===== src/rtl/ratio_det_pkg.sv =====
package ratio_det_pkg;
    localparam int NUM_RATIOS = 6;
    localparam int CODE_W     = 3;

    typedef enum logic [2:0] {
        ST_IDLE,
        ST_ACQUIRE,
        ST_LOCKED,
        ST_RELOCK,
        ST_FAULT
    } lock_state_e;

    // Ascending nominal ratios: even codes 128<<k, odd codes 192<<k
    function automatic int nominal_ratio(input int idx);
        return (((idx % 2) == 0) ? 128 : 192) << (idx / 2);
    endfunction
endpackage


===== src/rtl/frame_edge_sync.sv =====
module frame_edge_sync #(
    parameter int STAGES = 2
) (
    input  logic clk_i,
    input  logic rst_ni,
    input  logic frame_i,
    output logic rise_o
);
    logic [STAGES-1:0] sync_q;
    logic              prev_q;

    always_ff @(posedge clk_i or negedge rst_ni) begin
        if (!rst_ni) begin
            sync_q <= '0;
            prev_q <= 1'b0;
        end else begin
            sync_q <= {sync_q[STAGES-2:0], frame_i};
            prev_q <= sync_q[STAGES-1];
        end
    end

    assign rise_o = sync_q[STAGES-1] & ~prev_q;
endmodule


===== src/rtl/period_counter.sv =====
module period_counter #(
    parameter int CNT_W = 10
) (
    input  logic             clk_i,
    input  logic             rst_ni,
    input  logic             rise_i,
    output logic [CNT_W-1:0] meas_o,
    output logic             meas_vld_o
);
    localparam logic [CNT_W-1:0] CNT_MAX = '1;
    localparam logic [CNT_W-1:0] CNT_PRE = CNT_MAX - 1'b1;

    logic [CNT_W-1:0] cnt_q;
    logic             started_q;

    always_ff @(posedge clk_i or negedge rst_ni) begin
        if (!rst_ni) begin
            cnt_q      <= '0;
            started_q  <= 1'b0;
            meas_o     <= '0;
            meas_vld_o <= 1'b0;
        end else begin
            meas_vld_o <= 1'b0;
            if (rise_i) begin
                cnt_q     <= {{(CNT_W-1){1'b0}}, 1'b1};
                started_q <= 1'b1;
                if (started_q) begin
                    meas_o     <= cnt_q;
                    meas_vld_o <= 1'b1;
                end
            end else if (cnt_q == CNT_PRE) begin
                cnt_q      <= CNT_MAX;
                meas_o     <= CNT_MAX;
                meas_vld_o <= 1'b1;
            end else if (cnt_q != CNT_MAX) begin
                cnt_q <= cnt_q + 1'b1;
            end
        end
    end


    sat_single_report_chk: assert property (@(posedge clk_i) disable iff (!rst_ni)
        (meas_vld_o && meas_o == CNT_MAX && !rise_i) |=> !meas_vld_o);
endmodule


===== src/rtl/ratio_classifier.sv =====
module ratio_classifier
    import ratio_det_pkg::*;
#(
    parameter int CNT_W = 10,
    parameter int TOL   = 32
) (
    input  logic [CNT_W-1:0]  meas_i,
    output logic              in_range_o,
    output logic [CODE_W-1:0] code_o
);
    logic [NUM_RATIOS-1:0] hit;

    for (genvar g = 0; g < NUM_RATIOS; g++) begin : g_win
        localparam int LO = nominal_ratio(g) - TOL;
        localparam int HI = nominal_ratio(g) + TOL;
        assign hit[g] = (int'(meas_i) >= LO) && (int'(meas_i) <= HI);
    end

    always_comb begin
        in_range_o = |hit;
        code_o     = '0;
        for (int i = NUM_RATIOS - 1; i >= 0; i--) begin
            if (hit[i]) code_o = CODE_W'(i);
        end
    end
endmodule


===== src/rtl/lock_fsm.sv =====
module lock_fsm
    import ratio_det_pkg::*;
(
    input  logic              clk_i,
    input  logic              rst_ni,
    input  logic              meas_vld_i,
    input  logic              in_range_i,
    input  logic [CODE_W-1:0] code_i,
    output logic [CODE_W-1:0] ratio_o,
    output logic              locked_o,
    output logic              mute_o
);
    lock_state_e       state_q, state_d;
    logic [CODE_W-1:0] cand_q;

    always_comb begin
        state_d = state_q;
        if (meas_vld_i) begin
            unique case (state_q)
                ST_IDLE:    if (in_range_i) state_d = ST_ACQUIRE;
                ST_ACQUIRE: if (!in_range_i) state_d = ST_FAULT;
                            else if (code_i == cand_q) state_d = ST_LOCKED;
                ST_LOCKED:  if (!in_range_i) state_d = ST_FAULT;
                            else if (code_i != ratio_o) state_d = ST_RELOCK;
                ST_RELOCK:  if (!in_range_i) state_d = ST_FAULT;
                            else if (code_i == cand_q) state_d = ST_LOCKED;
                ST_FAULT:   if (in_range_i) state_d = ST_ACQUIRE;
                default:    state_d = ST_FAULT;
            endcase
        end
    end

    always_ff @(posedge clk_i or negedge rst_ni) begin
        if (!rst_ni) begin
            state_q <= ST_IDLE;
            cand_q  <= '0;
            ratio_o <= '0;
        end else begin
            state_q <= state_d;
            if (meas_vld_i && in_range_i) cand_q <= code_i;
            if (state_d == ST_LOCKED && state_q != ST_LOCKED) ratio_o <= code_i;
        end
    end

    always_comb begin
        locked_o = (state_q == ST_LOCKED);
        mute_o   = (state_q == ST_IDLE) || (state_q == ST_ACQUIRE) || (state_q == ST_FAULT);
    end


    out_of_range_mutes_chk: assert property (@(posedge clk_i) disable iff (!rst_ni)
        (meas_vld_i && !in_range_i) |=> (mute_o && !locked_o));

    lock_holds_chk: assert property (@(posedge clk_i) disable iff (!rst_ni)
        (locked_o && meas_vld_i && in_range_i && code_i == ratio_o) |=> (locked_o && $stable(ratio_o)));

    lock_follows_meas_chk: assert property (@(posedge clk_i) disable iff (!rst_ni)
        $rose(locked_o) |-> $past(meas_vld_i && in_range_i));

    ratio_held_chk: assert property (@(posedge clk_i) disable iff (!rst_ni)
        !locked_o |-> $stable(ratio_o));

    relock_unmuted_chk: assert property (@(posedge clk_i) disable iff (!rst_ni)
        (locked_o && meas_vld_i && in_range_i && code_i != ratio_o) |=> (!locked_o && !mute_o));
endmodule


===== src/rtl/mclk_ratio_detect.sv =====
module mclk_ratio_detect
    import ratio_det_pkg::*;
#(
    parameter int CNT_W       = 10,
    parameter int TOL         = 32,
    parameter int SYNC_STAGES = 2
) (
    input  logic              clk_i,
    input  logic              rst_ni,
    input  logic              frame_i,
    output logic [CODE_W-1:0] ratio_o,
    output logic              locked_o,
    output logic              mute_o
);
    logic              rise;
    logic [CNT_W-1:0]  meas;
    logic              meas_vld;
    logic              in_range;
    logic [CODE_W-1:0] code;

    frame_edge_sync #(.STAGES(SYNC_STAGES)) u_sync (
        .clk_i(clk_i), .rst_ni(rst_ni), .frame_i(frame_i), .rise_o(rise)
    );

    period_counter #(.CNT_W(CNT_W)) u_cnt (
        .clk_i(clk_i), .rst_ni(rst_ni), .rise_i(rise),
        .meas_o(meas), .meas_vld_o(meas_vld)
    );

    ratio_classifier #(.CNT_W(CNT_W), .TOL(TOL)) u_cls (
        .meas_i(meas), .in_range_o(in_range), .code_o(code)
    );

    lock_fsm u_fsm (
        .clk_i(clk_i), .rst_ni(rst_ni), .meas_vld_i(meas_vld),
        .in_range_i(in_range), .code_i(code),
        .ratio_o(ratio_o), .locked_o(locked_o), .mute_o(mute_o)
    );
endmodule


===== config.mk =====
export PLATFORM = sky130hd
export DESIGN_NAME = mclk_ratio_detect
export DESIGN_NICKNAME = d
export VERILOG_FILES = /design/src/rtl/ratio_det_pkg.sv /design/src/rtl/frame_edge_sync.sv /design/src/rtl/period_counter.sv /design/src/rtl/ratio_classifier.sv /design/src/rtl/lock_fsm.sv /design/src/rtl/mclk_ratio_detect.sv
export SDC_FILE = /design/constraint.sdc
export NUM_CORES = 1
export LEC_CHECK = 0
export BUFFER_PORTS_ARGS = -buffer_cell sky130_fd_sc_hd__buf_4
export CAP_MARGIN = 20
export CORE_ASPECT_RATIO = 1.4
export CORE_UTILIZATION = 50
export CTS_BUF_LIST = sky130_fd_sc_hd__clkbuf_16
export DETAILED_ROUTE_END_ITERATION = 8
export GPL_ROUTABILITY_DRIVEN = 0
export PLACE_DENSITY = 0.79
export SLEW_MARGIN = 20
export SYNTH_ARGS = -nofsm -noshare
export SYNTH_HDL_FRONTEND = slang
export SYNTH_HIERARCHICAL = 1
export SYNTH_SLANG_ARGS = --single-unit

===== constraint.sdc =====
create_clock -name clk_i -period 2.4 [get_ports clk_i]
set_clock_uncertainty 0.1 [all_clocks]
set_input_delay 0.48 -clock clk_i [delete_from_list [all_inputs] [get_ports clk_i]]
set_output_delay 0.48 -clock clk_i [all_outputs]
set_load 0.01 [all_outputs]

==> summary.txt, run 1 <==
Status
  – Run status: finished, violations left
  – Failing checks: negative setup slack

Finish
  – Layout area overhead: 24.3%
  – Share of layout cells above drive strength 1: 0.296
  – Count of antenna diodes in the layout: 0
  – Post-layout instance area: 2240 um2
  – Cell Count, Final, Fillers Out: 226
  – Nets: 191

Worst setup path
  – Category of the critical setup timing path: reg -> reg
  – Top Family by Delay on Critical Path: compound AO/OA/AOI/OAI gates
  – Count of buffering cells on the critical path with inverters included: 2
  – Slowest-stage cell, CP: sky130_fd_sc_hd__or3_4
  – Highest fanout seen on the critical path: 4
  – Critical path data arrival time: 2730 ps
  – Type of element capturing the critical path: register
  – Data required time at the worst endpoint: 2460 ps
  – Type of element launching the critical path: register
  – Biggest cell delay along the critical path: 420 ps
  – Most repeated library cell on the critical path: sky130_fd_sc_hd__buf_4
  – List of cells traversed by the critical path: or3_4, o21a_4, o21ai_1, buf_4, xnor2_1, nand4_1, a211oi_2, buf_4, mux2_4

Yosys
  – Post-Syn Instances: 162
  – Fraction of post-synthesis cell area in the top cell type by area: 0.472
  – Proportion of register bits with asynchronous set or reset after synthesis: 1.00
  – Dominant synthesized flop cell: sky130_fd_sc_hd__dfrtp_1
  – Number of unique standard cell types used by synthesis: 58
  – Post-Syn Nets: 167
  – Avg Cell Area, Syn: 11.1 um2
  – Syn. warnings: 6
  – Cell taking the most area after synthesis: sky130_fd_sc_hd__dfrtp_1
  – Cell types occupying the most area after synthesis: sky130_fd_sc_hd__dfrtp_1 (47%), sky130_fd_sc_hd__o22a_1 (4.9%), sky130_fd_sc_hd__xnor2_1 (4.4%), sky130_fd_sc_hd__mux2_1 (3.7%), sky130_fd_sc_hd__xor2_1 (2.4%)
  – Number of enable-type register cells in the synthesized netlist: 0
  – Sequential element share of the synthesized area: 0.472
  – Number of flip-flops and latches in the synthesized netlist: 34
  – Netlist Area Pre-Place: 1800 um2

Clock network
  – Number of buffers between clock root and the deepest sink: 2
  – Clock H-tree levels: 2
  – Clk slew on worst S/H paths: 50 ps
  – CTS Hold Bufs: 0
  – Clk sinks: 34
  – TritonCTS clock tree: built
  – Clock Tree Root: sky130_fd_sc_hd__clkbuf_16
  – Clock latency at the later pin of the worst-skew pair: 270 ps
  – Number of CTS-inserted buffers: 5

STA
  – Finish-stage setup viols: 3
  – F_max: 374 MHz
  – Final worst setup slack: -273 ps
  – Final hold viol count: 0
  – Final period util: 1.11
  – Worst slew slack as a fraction of its limit: 0.713
  – Min cycle time layout: 2670 ps
  – Number of pins with negative max-slew slack in the final report: 0
  – WHS: 44.1 ps
  – Worst Tran Pin Value: 430 ps
  – RSZ-0062 raised after global routing: yes

Hold path
  – Worst min-delay path category: in -> async

Drt
  – Initial DRC Count: 39
  – DR DRC count: 0
  – Wirelength, routed: 4.11 mm
  – Remaining number of nets flagged by the antenna check after routing: 0
  – Average wire per cell in the routed design: 18.2 um
  – Via density per instance: 6.15
  – First-pass DRT Iterations: 4
  – Number of vias in the routed layout: 1390

Power and ir drop
  – Total Power Consumption: 0.00210 W
  – NetSw: 0.000629 W
  – Worst-case vdd ir drop: 0.000683 V
  – Power density cells: 939 nW/um2
  – Combinational share of power: 0.277
  – Switching power as a share of total power: 0.299
  – Seq pwr share: 0.392
  – Static leakage: 0.952 nW
  – Internal portion of total power: 0.00147 W
  – Share of total power in the clock network: 0.331

Floorplanning
  – Number of primary I/O pins: 8
  – Starting density of the core: 0.529
  – DIE WIDTH: 52.8 um
  – Core footprint: 3410 um2
  – Floorplan die height: 73.1 um
  – Placement Rows: 25
  – Die area: 3850 um2

Global routing
  – Via count of the first global-routing pass: 1415
  – First-pass GRT wire length: 6.52 mm
  – Initial antenna violation count: 0
  – GRT Total Usage: 0.238
  – Maximum number of pins on one net before global-route repair: 35
  – GR Overflow Total: 0

Run
  – Maxcap violations: 0

Placed design
  – Number of cells in the design after placement: 216
  – Number of port buffers: 7
  – Post-placement setup slack: -332 ps
  – Detail Placement HPWL: 2.73 mm
  – Placed Instance Area: 1980 um2
## per-stage QoR
stage | utilization | setup TNS, ps
2_1_floorplan | - | -410
3_3_place_gp | 0.582 | -446
3_5_place_dp | 0.582 | -1030
4_1_cts | 0.644 | -430
5_1_grt | 0.657 | -1010
6_report | 0.657 | -798
## power groups by stage
stage          logic (W)  clock network (W)  registers, W
2_1_floorplan   0.000359                  0      0.000776
3_3_place_gp    0.000486                  0      0.000804
3_5_place_dp    0.000520                  0      0.000818
4_1_cts         0.000552           0.000712      0.000817
5_1_grt         0.000626           0.000737      0.000838
6_report        0.000583           0.000696      0.000825
## per-layer routing
layer  global-route usage  up-vias  share of wire
met5                    0        -              0
met1                0.239      696           0.38
met4               0.0877        0          0.029
met2                0.459       31           0.57
met3               0.0500       11          0.029
li1                     -      652              -
## cell usage in the layout, fill, tap and decap left out, types with 3 or more instances in the layout
cell type / synthesis / final
sky130_fd_sc_hd__and3_1: 3 / 3
sky130_fd_sc_hd__a21oi_1: 7 / 7
sky130_fd_sc_hd__nand3_1: 6 / 6
sky130_fd_sc_hd__xnor2_1: 9 / 7
sky130_fd_sc_hd__inv_1: 6 / 6
sky130_fd_sc_hd__dfrtp_1: 34 / 34
sky130_fd_sc_hd__nor2_1: 4 / 4
sky130_fd_sc_hd__nand2_1: 7 / 7
sky130_fd_sc_hd__clkbuf_16: 0 / 5
sky130_fd_sc_hd__mux2_1: 6 / 3
sky130_fd_sc_hd__xor2_1: 5 / 4
sky130_fd_sc_hd__buf_4: 2 / 26
sky130_fd_sc_hd__o21ai_1: 3 / 3
sky130_fd_sc_hd__mux2_4: 0 / 3
sky130_fd_sc_hd__a31oi_1: 4 / 3
sky130_fd_sc_hd__o22a_1: 10 / 10
## final timing paths
| check | start | end | slack [ps] | cells after the start |
|---|---|---|---|---|
| worst max register to register | u_cnt/meas_o[1] | u_fsm/ratio_o[2] | -270 | 9 |
| worst min-delay path | rst_ni | u_fsm/state_q[0] | 40 | 1 |
| min in group clk_i | frame_i | u_sync/sync_q[0] | 210 | 1 |
| worst max-delay path | u_cnt/meas_o[1] | u_fsm/ratio_o[2] | -270 | 9 |
| max in group asynchronous | rst_ni | u_cnt/cnt_q[8] | 1850 | 1 |
| worst min register to register | u_sync/sync_q[0] | u_sync/sync_q[1] | 250 | 0 |
## Yosys cell counts (2+ instances only)
| library cell | n |
|---|---|
| sky130_fd_sc_hd__ha_1 | 2 |
| sky130_fd_sc_hd__or2_2 | 2 |
| sky130_fd_sc_hd__nand4_1 | 2 |
| sky130_fd_sc_hd__buf_4 | 2 |
| sky130_fd_sc_hd__a31oi_1 | 4 |
| sky130_fd_sc_hd__dfrtp_1 | 34 |
| sky130_fd_sc_hd__a21oi_1 | 7 |
| sky130_fd_sc_hd__clkbuf_1 | 2 |
| sky130_fd_sc_hd__xnor2_1 | 9 |
| sky130_fd_sc_hd__o21ai_1 | 3 |
| sky130_fd_sc_hd__nor3_1 | 2 |
| sky130_fd_sc_hd__nor4_1 | 2 |
| sky130_fd_sc_hd__mux2_1 | 6 |
| sky130_fd_sc_hd__buf_2 | 3 |
| sky130_fd_sc_hd__nand3b_1 | 2 |
| sky130_fd_sc_hd__nand3_1 | 6 |
| sky130_fd_sc_hd__and4_1 | 2 |
| sky130_fd_sc_hd__a211oi_1 | 2 |
| sky130_fd_sc_hd__xor2_1 | 5 |
| sky130_fd_sc_hd__o22a_1 | 10 |
| sky130_fd_sc_hd__nand2_1 | 7 |
| sky130_fd_sc_hd__nor2_1 | 4 |
| sky130_fd_sc_hd__or3_1 | 2 |
| sky130_fd_sc_hd__and3_1 | 3 |
| sky130_fd_sc_hd__inv_1 | 6 |
## sequential cells by signal (all words and copies together) (netlist names)
register / flops
u_sync/prev_q: 1
u_cnt/meas_vld_o: 1
u_fsm/cand_q: 3
u_fsm/state_q: 3
u_sync/sync_q: 2
u_cnt/cnt_q: 10
u_fsm/ratio_o: 3
u_cnt/meas_o: 10
u_cnt/started_q: 1
## cell families (layout without fill, tap and decap cells)
family / count (synthesis) / after routing / share of synthesized area
flip-flops: 34 / 34 / 0.472
AND/OR/NAND/NOR: 48 / 48 / 0.178
AO/OA/AOI/OAI: 41 / 41 / 0.178
multiplexers: 7 / 7 / 0.0430
adder cells (fa/ha/maj): 3 / 3 / 0.0194
buffers and inverters: 15 / 39 / 0.0423
XOR/XNOR: 14 / 14 / 0.0680
## final cells by class
cell class                 count  area, um2
clock buffer                   5        125
clock inverter                 2       33.8
fill                         274       1170
inverter                       6       22.5
multi-input combinational    113        963
sequential                    34        851
tap                           40       50.0
timing repair buffer          26        195
## worst register-to-register path: stages (launching register included)
cell and delay [ps]:
sky130_fd_sc_hd__dfrtp_1 370, sky130_fd_sc_hd__or3_4 420, sky130_fd_sc_hd__o21a_4 240, sky130_fd_sc_hd__o21ai_1 130, sky130_fd_sc_hd__buf_4 150, sky130_fd_sc_hd__xnor2_1 160
sky130_fd_sc_hd__nand4_1 210, sky130_fd_sc_hd__a211oi_2 300, sky130_fd_sc_hd__buf_4 180, sky130_fd_sc_hd__mux2_4 300
## timing repair
item,in CTS,in global routing
setup buffers,3,2
gates resized for setup,8,5
setup endpoints to repair,5,5
pin swaps,4,3
Power figures use the tool's default switching activity.
==> run 2: changes to the inputs <==
--- a/config.mk
+++ b/config.mk
@@ -5,14 +5,16 @@
 export SDC_FILE = /design/constraint.sdc
 export NUM_CORES = 1
 export LEC_CHECK = 0
-export BUFFER_PORTS_ARGS = -buffer_cell sky130_fd_sc_hd__buf_4
+export ABC_AREA = 1
 export CAP_MARGIN = 20
 export CORE_ASPECT_RATIO = 1.4
+export CORE_MARGIN = 2
 export CORE_UTILIZATION = 50
 export CTS_BUF_LIST = sky130_fd_sc_hd__clkbuf_16
 export DETAILED_ROUTE_END_ITERATION = 8
+export DONT_BUFFER_PORTS = 1
 export GPL_ROUTABILITY_DRIVEN = 0
-export PLACE_DENSITY = 0.79
+export PLACE_DENSITY = 0.78
 export SLEW_MARGIN = 20
 export SYNTH_ARGS = -nofsm -noshare
 export SYNTH_HDL_FRONTEND = slang
==> summary.txt, run 2 <==
Worst setup path
  – Data required time at the worst endpoint: 2470 ps (was 2460 ps)
  – List of cells traversed by the critical path: buf_12, inv_2, nand4_1, o21ai_1, nand2_1, nand3_2, nand2_2, inv_2, inv_2, nand2_1, nand2_1, nor2_1, nand2_1, nand2_1, nand3_2, a21oi_4, nand2_2, nand2_1, nand2_1 (was or3_4, o21a_4, o21ai_1, buf_4, xnor2_1, nand4_1, a211oi_2, buf_4, mux2_4)
  – Type of element capturing the critical path: register (unchanged)
  – Reg2reg path depth: 19 (was 9)
  – Worst R2R End: u_fsm/ratio_o[1] (was u_fsm/ratio_o[2])
  – Biggest cell delay along the critical path: 450 ps (was 420 ps)
  – Slowest-stage cell, CP: sky130_fd_sc_hd__dfrtp_2 (was sky130_fd_sc_hd__or3_4)
  – Highest fanout seen on the critical path: 5 (was 4)
  – Most repeated library cell on the critical path: sky130_fd_sc_hd__nand2_1 (was sky130_fd_sc_hd__buf_4)
  – Type of element launching the critical path: register (unchanged)
  – Reg2reg start: u_cnt/meas_o[8] (was u_cnt/meas_o[1])
  – Critical path data arrival time: 2460 ps (was 2730 ps)
  – Reg-to-reg setup timing slack: 20 ps (was -270 ps)
  – Category of the critical setup timing path: reg -> reg (unchanged)

Floorplanning
  – Starting density of the core: 0.519 (was 0.529)
  – DIE WIDTH: 59.8 um (was 52.8 um)
  – Floorplan die height: 82.2 um (was 73.1 um)
  – Core footprint: 4200 um2 (was 3410 um2)
  – Die area: 4920 um2 (was 3850 um2)
  – Placement Rows: 28 (was 25)
  – Number of primary I/O pins: 8 (unchanged)

Drt
  – DR DRC count: 0 (unchanged)
  – First-pass DRT Iterations: 4 (unchanged)
  – Average wire per cell in the routed design: 12.5 um (was 18.2 um)
  – Wirelength, routed: 4.58 mm (was 4.11 mm)
  – Remaining number of nets flagged by the antenna check after routing: 0 (unchanged)
  – Number of vias in the routed layout: 1904 (was 1390)
  – Via density per instance: 5.20 (was 6.15)
  – Initial DRC Count: 51 (was 39)

Yosys
  – Post-Syn Instances: 304 (was 162)
  – Netlist Area Pre-Place: 2180 um2 (was 1800 um2)
  – Proportion of register bits with asynchronous set or reset after synthesis: 1.00 (unchanged)
  – Fraction of post-synthesis cell area in the top cell type by area: 0.390 (was 0.472)
  – Top-count cell post-synth: sky130_fd_sc_hd__nand2_1 (was sky130_fd_sc_hd__dfrtp_1)
  – Number of enable-type register cells in the synthesized netlist: 0 (unchanged)
  – Post-Syn Nets: 309 (was 167)
  – Number of flip-flops and latches in the synthesized netlist: 34 (unchanged)
  – Number of unique standard cell types used by synthesis: 29 (was 58)
  – Cell taking the most area after synthesis: sky130_fd_sc_hd__dfrtp_1 (unchanged)
  – Commonest cells post-synth: sky130_fd_sc_hd__nand2_1 (92), sky130_fd_sc_hd__inv_1 (43), sky130_fd_sc_hd__dfrtp_1 (34), sky130_fd_sc_hd__nor2_1 (34), sky130_fd_sc_hd__nand3_1 (20) (was sky130_fd_sc_hd__dfrtp_1 (34), sky130_fd_sc_hd__o22a_1 (10), sky130_fd_sc_hd__xnor2_1 (9))
  – Dominant synthesized flop cell: sky130_fd_sc_hd__dfrtp_1 (unchanged)
  – Sequential element share of the synthesized area: 0.390 (was 0.472)
  – Avg Cell Area, Syn: 7.18 um2 (was 11.1 um2)
  – Syn. warnings: 6 (unchanged)
  – Cell types occupying the most area after synthesis: sky130_fd_sc_hd__dfrtp_1 (39%), sky130_fd_sc_hd__nand2_1 (16%), sky130_fd_sc_hd__inv_1 (7.4%), sky130_fd_sc_hd__nor2_1 (5.8%), sky130_fd_sc_hd__nand3_1 (4.6%) (was sky130_fd_sc_hd__dfrtp_1 (47%), sky130_fd_sc_hd__o22a_1 (4.9%), sky130_fd_sc_hd__xnor2_1 (4.4%), sky130_fd_sc_hd__mux2_1 (3.7%), sky130_fd_sc_hd__xor2_1 (2.4%))

Placed design
  – Number of port buffers: 0 (was 7)
  – Detail Placement HPWL: 3.00 mm (was 2.73 mm)
  – Post-placement setup slack: -26.6 ps (was -332 ps)

Global routing
  – GR Overflow Total: 0 (unchanged)
  – Initial antenna violation count: 0 (unchanged)
  – Maximum number of pins on one net before global-route repair: 35 (unchanged)
  – GRT Total Usage: 0.197 (was 0.238)
  – Via count of the first global-routing pass: 1746 (was 1415)
  – First-pass GRT wire length: 7.21 mm (was 6.52 mm)

Hold path
  – Hold path endpoint: u_sync/sync_q[0]
  – Hold Startpoint: frame_i
  – Number of cells on the worst hold path: 0
  – Worst min-delay path category: in -> reg (was in -> async)

Finish
  – Largest registers: u_cnt/cnt_q (10), u_cnt/meas_o (10) (unchanged)
  – Layout area overhead: 19.4% (was 24.3%)
  – Final core occ: 0.620 (was 0.657)
  – Commonest non-fill, non-tap cells in the layout: sky130_fd_sc_hd__nand2_1 (85), sky130_fd_sc_hd__inv_1 (40), sky130_fd_sc_hd__nor2_1 (29), sky130_fd_sc_hd__dfrtp_1 (29), sky130_fd_sc_hd__nand3_1 (19) (was sky130_fd_sc_hd__dfrtp_1 (34), sky130_fd_sc_hd__buf_4 (26), sky130_fd_sc_hd__o22a_1 (10))
  – Nets: 325 (was 191)
  – Share of layout cells above drive strength 1: 0.274 (was 0.296)
  – Count of antenna diodes in the layout: 0 (unchanged)
  – Leading cell type in the layout, fill and taps excluded: sky130_fd_sc_hd__nand2_1 (was sky130_fd_sc_hd__dfrtp_1)
  – Total of fill cells in the finished design: 347 (was 274)

STA
  – Number of pins with negative max-slew slack in the final report: 0 (unchanged)
  – RSZ-0062 raised after global routing: yes (unchanged)
  – Final hold viol count: 0 (unchanged)
  – Min cycle time layout: 2380 ps (was 2670 ps)
  – F_max: 420 MHz (was 374 MHz)
  – Finish-stage setup viols: 0 (was 3)
  – WHS: 126 ps (was 44.1 ps)
  – Worst Tran Pin Value: 332 ps (was 430 ps)
  – Final period util: 0.993 (was 1.11)
  – Final worst setup slack: 16.5 ps (was -273 ps)
  – Worst slew slack as a fraction of its limit: 0.779 (was 0.713)

Clock network
  – Clk slew on worst S/H paths: 60 ps (was 50 ps)
  – Clock latency at the later pin of the worst-skew pair: 280 ps (was 270 ps)
  – TritonCTS clock tree: built (unchanged)
  – Number of buffers between clock root and the deepest sink: 2 (unchanged)
  – Clock H-tree levels: 2 (unchanged)
  – Clk sinks: 34 (unchanged)
  – Number of CTS-inserted buffers: 5 (unchanged)
  – Clock Tree Root: sky130_fd_sc_hd__clkbuf_16 (unchanged)

Status
  – Run status: complete, no violations (was finished, violations left)

Run
  – Maxcap violations: 0 (unchanged)

Power and ir drop
  – Worst-case vdd ir drop: 0.000493 V (was 0.000683 V)
  – Power density cells: 983 nW/um2 (was 939 nW/um2)
  – Static leakage: 1.33 nW (was 0.952 nW)
-- run 2: cell types whose count changed in the layout (fill, tap and decap cells not counted), moves of 8 or more --
cell and change:
sky130_fd_sc_hd__a21oi_2 +11, sky130_fd_sc_hd__buf_4 -15, sky130_fd_sc_hd__inv_1 +34, sky130_fd_sc_hd__inv_2 +8, sky130_fd_sc_hd__nand2_1 +78, sky130_fd_sc_hd__nand2_2 +17
sky130_fd_sc_hd__nand3_1 +13, sky130_fd_sc_hd__nor2_1 +25, sky130_fd_sc_hd__nor2_2 +8, sky130_fd_sc_hd__o21ai_0 +8, sky130_fd_sc_hd__o22a_1 -10
-- run 2: report_power, final --
part	internal (W)	switching, W	leakage [nW]
clock network	0.000596	0.000250	0.0940
registers	0.000701	0.000169	0.419
logic	0.000345	0.000499	0.821
-- run 2: cell type report --
type	instances	area, um2	area share
Multi-Input combinational cell	214	1160	0.445
Sequential cell	34	857	0.329
Inverter	49	185	0.0711
Timing Repair Buffer	16	155	0.0595
Clock buffer	5	125	0.0480
Clock inverter	3	68.8	0.0264
Tap cell	45	56.3	0.0216
-- run 2: worst max-delay path, delay by kind of cell, from the launching register on --
kind / cells / cell delay, ps
AND/OR/NAND/NOR: 13 / 1000
buffers and inverters: 4 / 320
flip-flops: 1 / 450
AO/OA/AOI/OAI: 2 / 390
-- run 2: worst max-delay path by stage --
stage	startpoint	end	slack [ps]	cells after the start
floorplan	u_cnt/meas_o[6]	u_fsm/ratio_o[2]	240	16
detailed placement	u_cnt/meas_o[7]	u_fsm/ratio_o[1]	-30	19
CTS	u_cnt/meas_o[8]	u_fsm/ratio_o[1]	50	14
finish	u_cnt/meas_o[8]	u_fsm/ratio_o[1]	20	19
global placement	u_cnt/meas_o[7]	u_fsm/ratio_o[2]	-10	19
global route	u_cnt/meas_o[8]	u_fsm/ratio_o[1]	-170	19
-- run 2: timing repair --
action                                  in CTS  in global routing
buffers inserted                             0                  8
pin swaps                                    0                 15
endpoints found under the hold margin       34                  0
endpoints found under the setup margin       3                  4
gates resized for setup                      1                 37
hold buffers                                 2                  0
-- run 2: metal layers --
layer / vias to the layer above / share of wire / global-route usage
li1: 975 / - / -
met1: 863 / 0.39 / 0.199
met2: 46 / 0.53 / 0.363
met3: 20 / 0.031 / 0.0405
met4: 0 / 0.044 / 0.111
met5: - / 0 / 0
-- run 2: logic make-up after synthesis --
kind of cell | Yosys count | share of synthesized area
flops | 34 | 0.390
compound gates | 34 | 0.108
buf+inv | 56 | 0.118
fa+ha+maj | 2 | 0.0115
simple gates | 173 | 0.353
xor+xnor | 5 | 0.0201
-- run 2: through the flow --
step | total power, W | area (um2) | TNS (ps) | instances
after floorplan | 0.00144 | 2180 | 0 | 304
after CTS | 0.00245 | 2440 | 0 | 358
after global placement | 0.00155 | 2210 | -24.4 | 348
after detailed placement | 0.00157 | 2210 | -59.6 | 348
final | 0.00256 | 2610 | 0 | 366
after global routing | 0.00274 | 2610 | -552 | 366
==> run 3: changes to the inputs <==
--- a/config.mk
+++ b/config.mk
@@ -18,5 +18,4 @@
 export SLEW_MARGIN = 20
 export SYNTH_ARGS = -nofsm -noshare
 export SYNTH_HDL_FRONTEND = slang
-export SYNTH_HIERARCHICAL = 1
 export SYNTH_SLANG_ARGS = --single-unit
==> constraint.sdc (replaced) <==
create_clock -name clk_i -period 2.4 [get_ports clk_i]
set_clock_uncertainty 0.1 [all_clocks]
set_input_delay 0.36 -clock clk_i [delete_from_list [all_inputs] [get_ports clk_i]]
set_output_delay 0.36 -clock clk_i [all_outputs]
set_load 0.01 [all_outputs]
==> summary.txt, run 3 <==
Clock network
  – Clk sinks: 34 (unchanged)
  – Number of CTS-inserted buffers: 5 (unchanged)
  – TritonCTS clock tree: built (unchanged)
  – Clock Tree Root: sky130_fd_sc_hd__clkbuf_16 (unchanged)
  – Number of buffers between clock root and the deepest sink: 2 (unchanged)
  – Clk slew on worst S/H paths: 60 ps (about the same)
  – Clock latency at the later pin of the worst-skew pair: 280 ps (about the same)
  – Clock H-tree levels: 2 (unchanged)

Drt
  – Average wire per cell in the routed design: 12.1 um (was 12.5 um)
  – First-pass DRT Iterations: 4 (unchanged)
  – Wirelength, routed: 3.87 mm (was 4.58 mm)
  – Remaining number of nets flagged by the antenna check after routing: 0 (unchanged)
  – Number of vias in the routed layout: 1680 (was 1904)
  – Via density per instance: 5.25 (was 5.20)
  – DR DRC count: 0 (unchanged)
  – Initial DRC Count: 80 (was 51)

Global routing
  – Initial antenna violation count: 0 (unchanged)
  – Maximum number of pins on one net before global-route repair: 35 (unchanged)
  – First-pass GRT wire length: 6.41 mm (was 7.21 mm)
  – Via count of the first global-routing pass: 1554 (was 1746)
  – GR Overflow Total: 0 (unchanged)
  – GRT Total Usage: 0.187 (was 0.197)

STA
  – Worst Tran Pin Value: 289 ps (was 332 ps)
  – F_max: 457 MHz (was 420 MHz)
  – Final hold viol count: 0 (unchanged)
  – Number of pins with negative max-slew slack in the final report: 0 (unchanged)
  – Worst slew slack as a fraction of its limit: 0.807 (was 0.779)
  – Final period util: 0.912 (was 0.993)
  – Finish-stage setup viols: 0 (unchanged)
  – Min cycle time layout: 2190 ps (was 2380 ps)

Worst setup path
  – Type of element capturing the critical path: register (unchanged)
  – Type of element launching the critical path: register (unchanged)
  – Reg2reg path depth: 18 (was 19)
  – Reg-to-reg setup timing slack: 210 ps (was 20 ps)
  – Highest fanout seen on the critical path: 5 (unchanged)
  – Critical path data arrival time: 2250 ps (was 2460 ps)
  – Category of the critical setup timing path: reg -> reg (unchanged)
  – Worst R2R End: u_fsm.ratio_o[2] (was u_fsm/ratio_o[1])
  – Reg2reg start: u_cnt.meas_o[7] (was u_cnt/meas_o[8])
  – Data required time at the worst endpoint: 2460 ps (was 2470 ps)

Yosys
  – Syn. warnings: 0 (was 6)
  – Number of flip-flops and latches in the synthesized netlist: 34 (unchanged)
  – Top-count cell post-synth: sky130_fd_sc_hd__nand2_1 (unchanged)
  – Number of unique standard cell types used by synthesis: 27 (was 29)
  – Commonest cells post-synth: sky130_fd_sc_hd__nand2_1 (74), sky130_fd_sc_hd__inv_1 (40), sky130_fd_sc_hd__dfrtp_1 (34) (was sky130_fd_sc_hd__nand2_1 (92), sky130_fd_sc_hd__inv_1 (43), sky130_fd_sc_hd__dfrtp_1 (34), sky130_fd_sc_hd__nor2_1 (34), sky130_fd_sc_hd__nand3_1 (20))
  – Number of enable-type register cells in the synthesized netlist: 0 (unchanged)
  – Dominant synthesized flop cell: sky130_fd_sc_hd__dfrtp_1 (unchanged)
  – Avg Cell Area, Syn: 7.37 um2 (was 7.18 um2)
  – Fraction of post-synthesis cell area in the top cell type by area: 0.436 (was 0.390)
  – Netlist Area Pre-Place: 1950 um2 (was 2180 um2)
  – Post-Syn Nets: 270 (was 309)
  – Post-Syn Instances: 265 (was 304)
  – Proportion of register bits with asynchronous set or reset after synthesis: 1.00 (unchanged)
  – Sequential element share of the synthesized area: 0.436 (was 0.390)
  – Cell taking the most area after synthesis: sky130_fd_sc_hd__dfrtp_1 (unchanged)
  – Cell types occupying the most area after synthesis: sky130_fd_sc_hd__dfrtp_1 (44%), sky130_fd_sc_hd__nand2_1 (14%), sky130_fd_sc_hd__inv_1 (7.7%), sky130_fd_sc_hd__nor2_1 (5.6%), sky130_fd_sc_hd__nand3_1 (3.3%) (was sky130_fd_sc_hd__dfrtp_1 (39%), sky130_fd_sc_hd__nand2_1 (16%), sky130_fd_sc_hd__inv_1 (7.4%), sky130_fd_sc_hd__nor2_1 (5.8%), sky130_fd_sc_hd__nand3_1 (4.6%))

Hold path
  – Number of cells on the worst hold path: 0 (unchanged)
  – Worst min-delay path category: reg -> reg (was in -> reg)
  – Hold path endpoint: u_sync.sync_q[1] (was u_sync/sync_q[0])
  – Hold Startpoint: u_sync.sync_q[0] (was frame_i)

Placed design
  – Placed Instance Area: 2010 um2 (was 2210 um2)
  – Detail Placement HPWL: 2.88 mm (was 3.00 mm)
  – Number of cells in the design after placement: 307 (was 348)
  – Number of port buffers: 0 (unchanged)

Finish
  – Total of fill cells in the finished design: 344 (was 347)
  – Cell Count, Final, Fillers Out: 320 (was 366)
  – Nets: 282 (was 325)
  – Commonest non-fill, non-tap cells in the layout: sky130_fd_sc_hd__nand2_1 (73), sky130_fd_sc_hd__inv_1 (40), sky130_fd_sc_hd__dfrtp_1 (30) (was sky130_fd_sc_hd__nand2_1 (85), sky130_fd_sc_hd__inv_1 (40), sky130_fd_sc_hd__nor2_1 (29), sky130_fd_sc_hd__dfrtp_1 (29), sky130_fd_sc_hd__nand3_1 (19))
  – Post-layout instance area: 2230 um2 (was 2610 um2)
  – Final core occ: 0.602 (was 0.620)
  – Layout area overhead: 14.4% (was 19.4%)
  – Leading cell type in the layout, fill and taps excluded: sky130_fd_sc_hd__nand2_1 (unchanged)
  – Share of layout cells above drive strength 1: 0.162 (was 0.274)
  – Largest registers: u_cnt.cnt_q (10), u_cnt.meas_o (10) (was u_cnt/cnt_q (10), u_cnt/meas_o (10))
  – Count of antenna diodes in the layout: 0 (unchanged)

Floorplanning
  – Floorplan die height: 77.9 um (was 82.2 um)
  – Core footprint: 3710 um2 (was 4200 um2)
  – Placement Rows: 26 (was 28)
  – DIE WIDTH: 56.8 um (was 59.8 um)
  – Die area: 4430 um2 (was 4920 um2)
  – Number of primary I/O pins: 8 (unchanged)
  – Starting density of the core: 0.526 (was 0.519)

Power and ir drop
  – Static leakage: 1.11 nW (was 1.33 nW)
  – Power density cells: 936 nW/um2 (was 983 nW/um2)
  – Worst-case vdd ir drop: 0.000706 V (was 0.000493 V)

Run
  – Maxcap violations: 0 (unchanged)

Status
  – Run status: complete, no violations (unchanged)
[run 3: changes by cell type after synthesis, sizes merged, moves of 3 or more]
cell and change:
xor2 +4, a31oi +4, nand2 -20, a21oi -6
nand3 -6, nor2 -9, buf -3, a22oi +6
inv -4, xnor2 -4
[run 3: timing repair]
action,CTS,global route
hold buffers,2,1
gates resized for setup,0,9
setup buffers,0,2
endpoints found under the setup margin,0,3
hold endpoints to repair,34,1
[run 3: kinds of logic (layout without fill, tap and decap cells)]
kind of cell,after synthesis,count (layout),synth area share
simple gates,138,138,0.308
buf+inv,47,60,0.0929
compound gates,39,39,0.128
flops,34,34,0.436
xor+xnor,5,5,0.0224
fa+ha+maj,2,2,0.0128
[run 3: metal layers]
layer / vias to the layer above / GRT usage / share of wire
li1: 863 / - / -
met5: - / 0 / 0
met4: 0 / 0.0953 / 0.021
met3: 8 / 0.0317 / 0.019
met1: 780 / 0.202 / 0.41
met2: 29 / 0.341 / 0.55
[run 3: where the power goes]
| part | total (W) | leakage, nW | switching (W) | internal (W) |
|---|---|---|---|---|
| Combinational | 0.000642 | 0.622 | 0.000405 | 0.000237 |
| Sequential | 0.000825 | 0.418 | 0.000128 | 0.000697 |
| Clock | 0.000623 | 0.0679 | 0.000239 | 0.000384 |
[run 3: stage by stage]
| step | total power [W] | hold WS (ps) | setup WS, ps | TNS (ps) |
|---|---|---|---|---|
| 2_1_floorplan | 0.00132 | -35.6 | 423 | 0 |
| 3_3_place_gp | 0.00142 | -34.6 | 155 | 0 |
| 3_5_place_dp | 0.00144 | -34.6 | 126 | 0 |
| 4_1_cts | 0.00208 | 1.85 | 112 | 0 |
| 5_1_grt | 0.00223 | 265 | -4.89 | -4.89 |
| 6_report | 0.00209 | 250 | 212 | 0 |
[run 3: area by class of cell]
class                   count  area (um2)  area share
multi-input cells         184         936       0.419
repair buffers              8        77.6      0.0348
inverters                  44         165      0.0740
clock buffers               5         125      0.0561
flip-flops and latches     34         856       0.383
well taps                  42        52.6      0.0235
clock inverters             3        20.0     0.00897
[run 3: worst max-delay path by stage]
stage	start	slack [ps]	end	cells after the start
global placement	u_cnt.meas_o[7]	150	u_fsm.ratio_o[0]	16
CTS	u_cnt.meas_o[7]	110	u_fsm.ratio_o[1]	16
finish	u_cnt.meas_o[7]	210	u_fsm.ratio_o[2]	18
floorplan	u_cnt.meas_o[7]	420	u_fsm.ratio_o[0]	17
detailed placement	u_cnt.meas_o[7]	130	u_fsm.ratio_o[1]	16
global route	u_cnt.meas_o[7]	-5	u_fsm.ratio_o[1]	18
[run 3: critical path, stage by stage, from the launching register on]
cell                      delay (ps)
sky130_fd_sc_hd__dfrtp_2         430
sky130_fd_sc_hd__inv_2           110
sky130_fd_sc_hd__nand2_1         120
sky130_fd_sc_hd__nor2_2          120
sky130_fd_sc_hd__nand2_1          80
sky130_fd_sc_hd__nand2_1          60
sky130_fd_sc_hd__nand2_1          60
sky130_fd_sc_hd__nand2_2         100
sky130_fd_sc_hd__nand2_2          90
sky130_fd_sc_hd__nand2_1          70
sky130_fd_sc_hd__nand2_1          60
sky130_fd_sc_hd__nor2_2           90
sky130_fd_sc_hd__nand2_1          60
sky130_fd_sc_hd__nand2_1          70
sky130_fd_sc_hd__nand3_2          90
sky130_fd_sc_hd__a21oi_4         180
sky130_fd_sc_hd__nand2_2          80
sky130_fd_sc_hd__nand2_1          60
sky130_fd_sc_hd__nand2_1          50
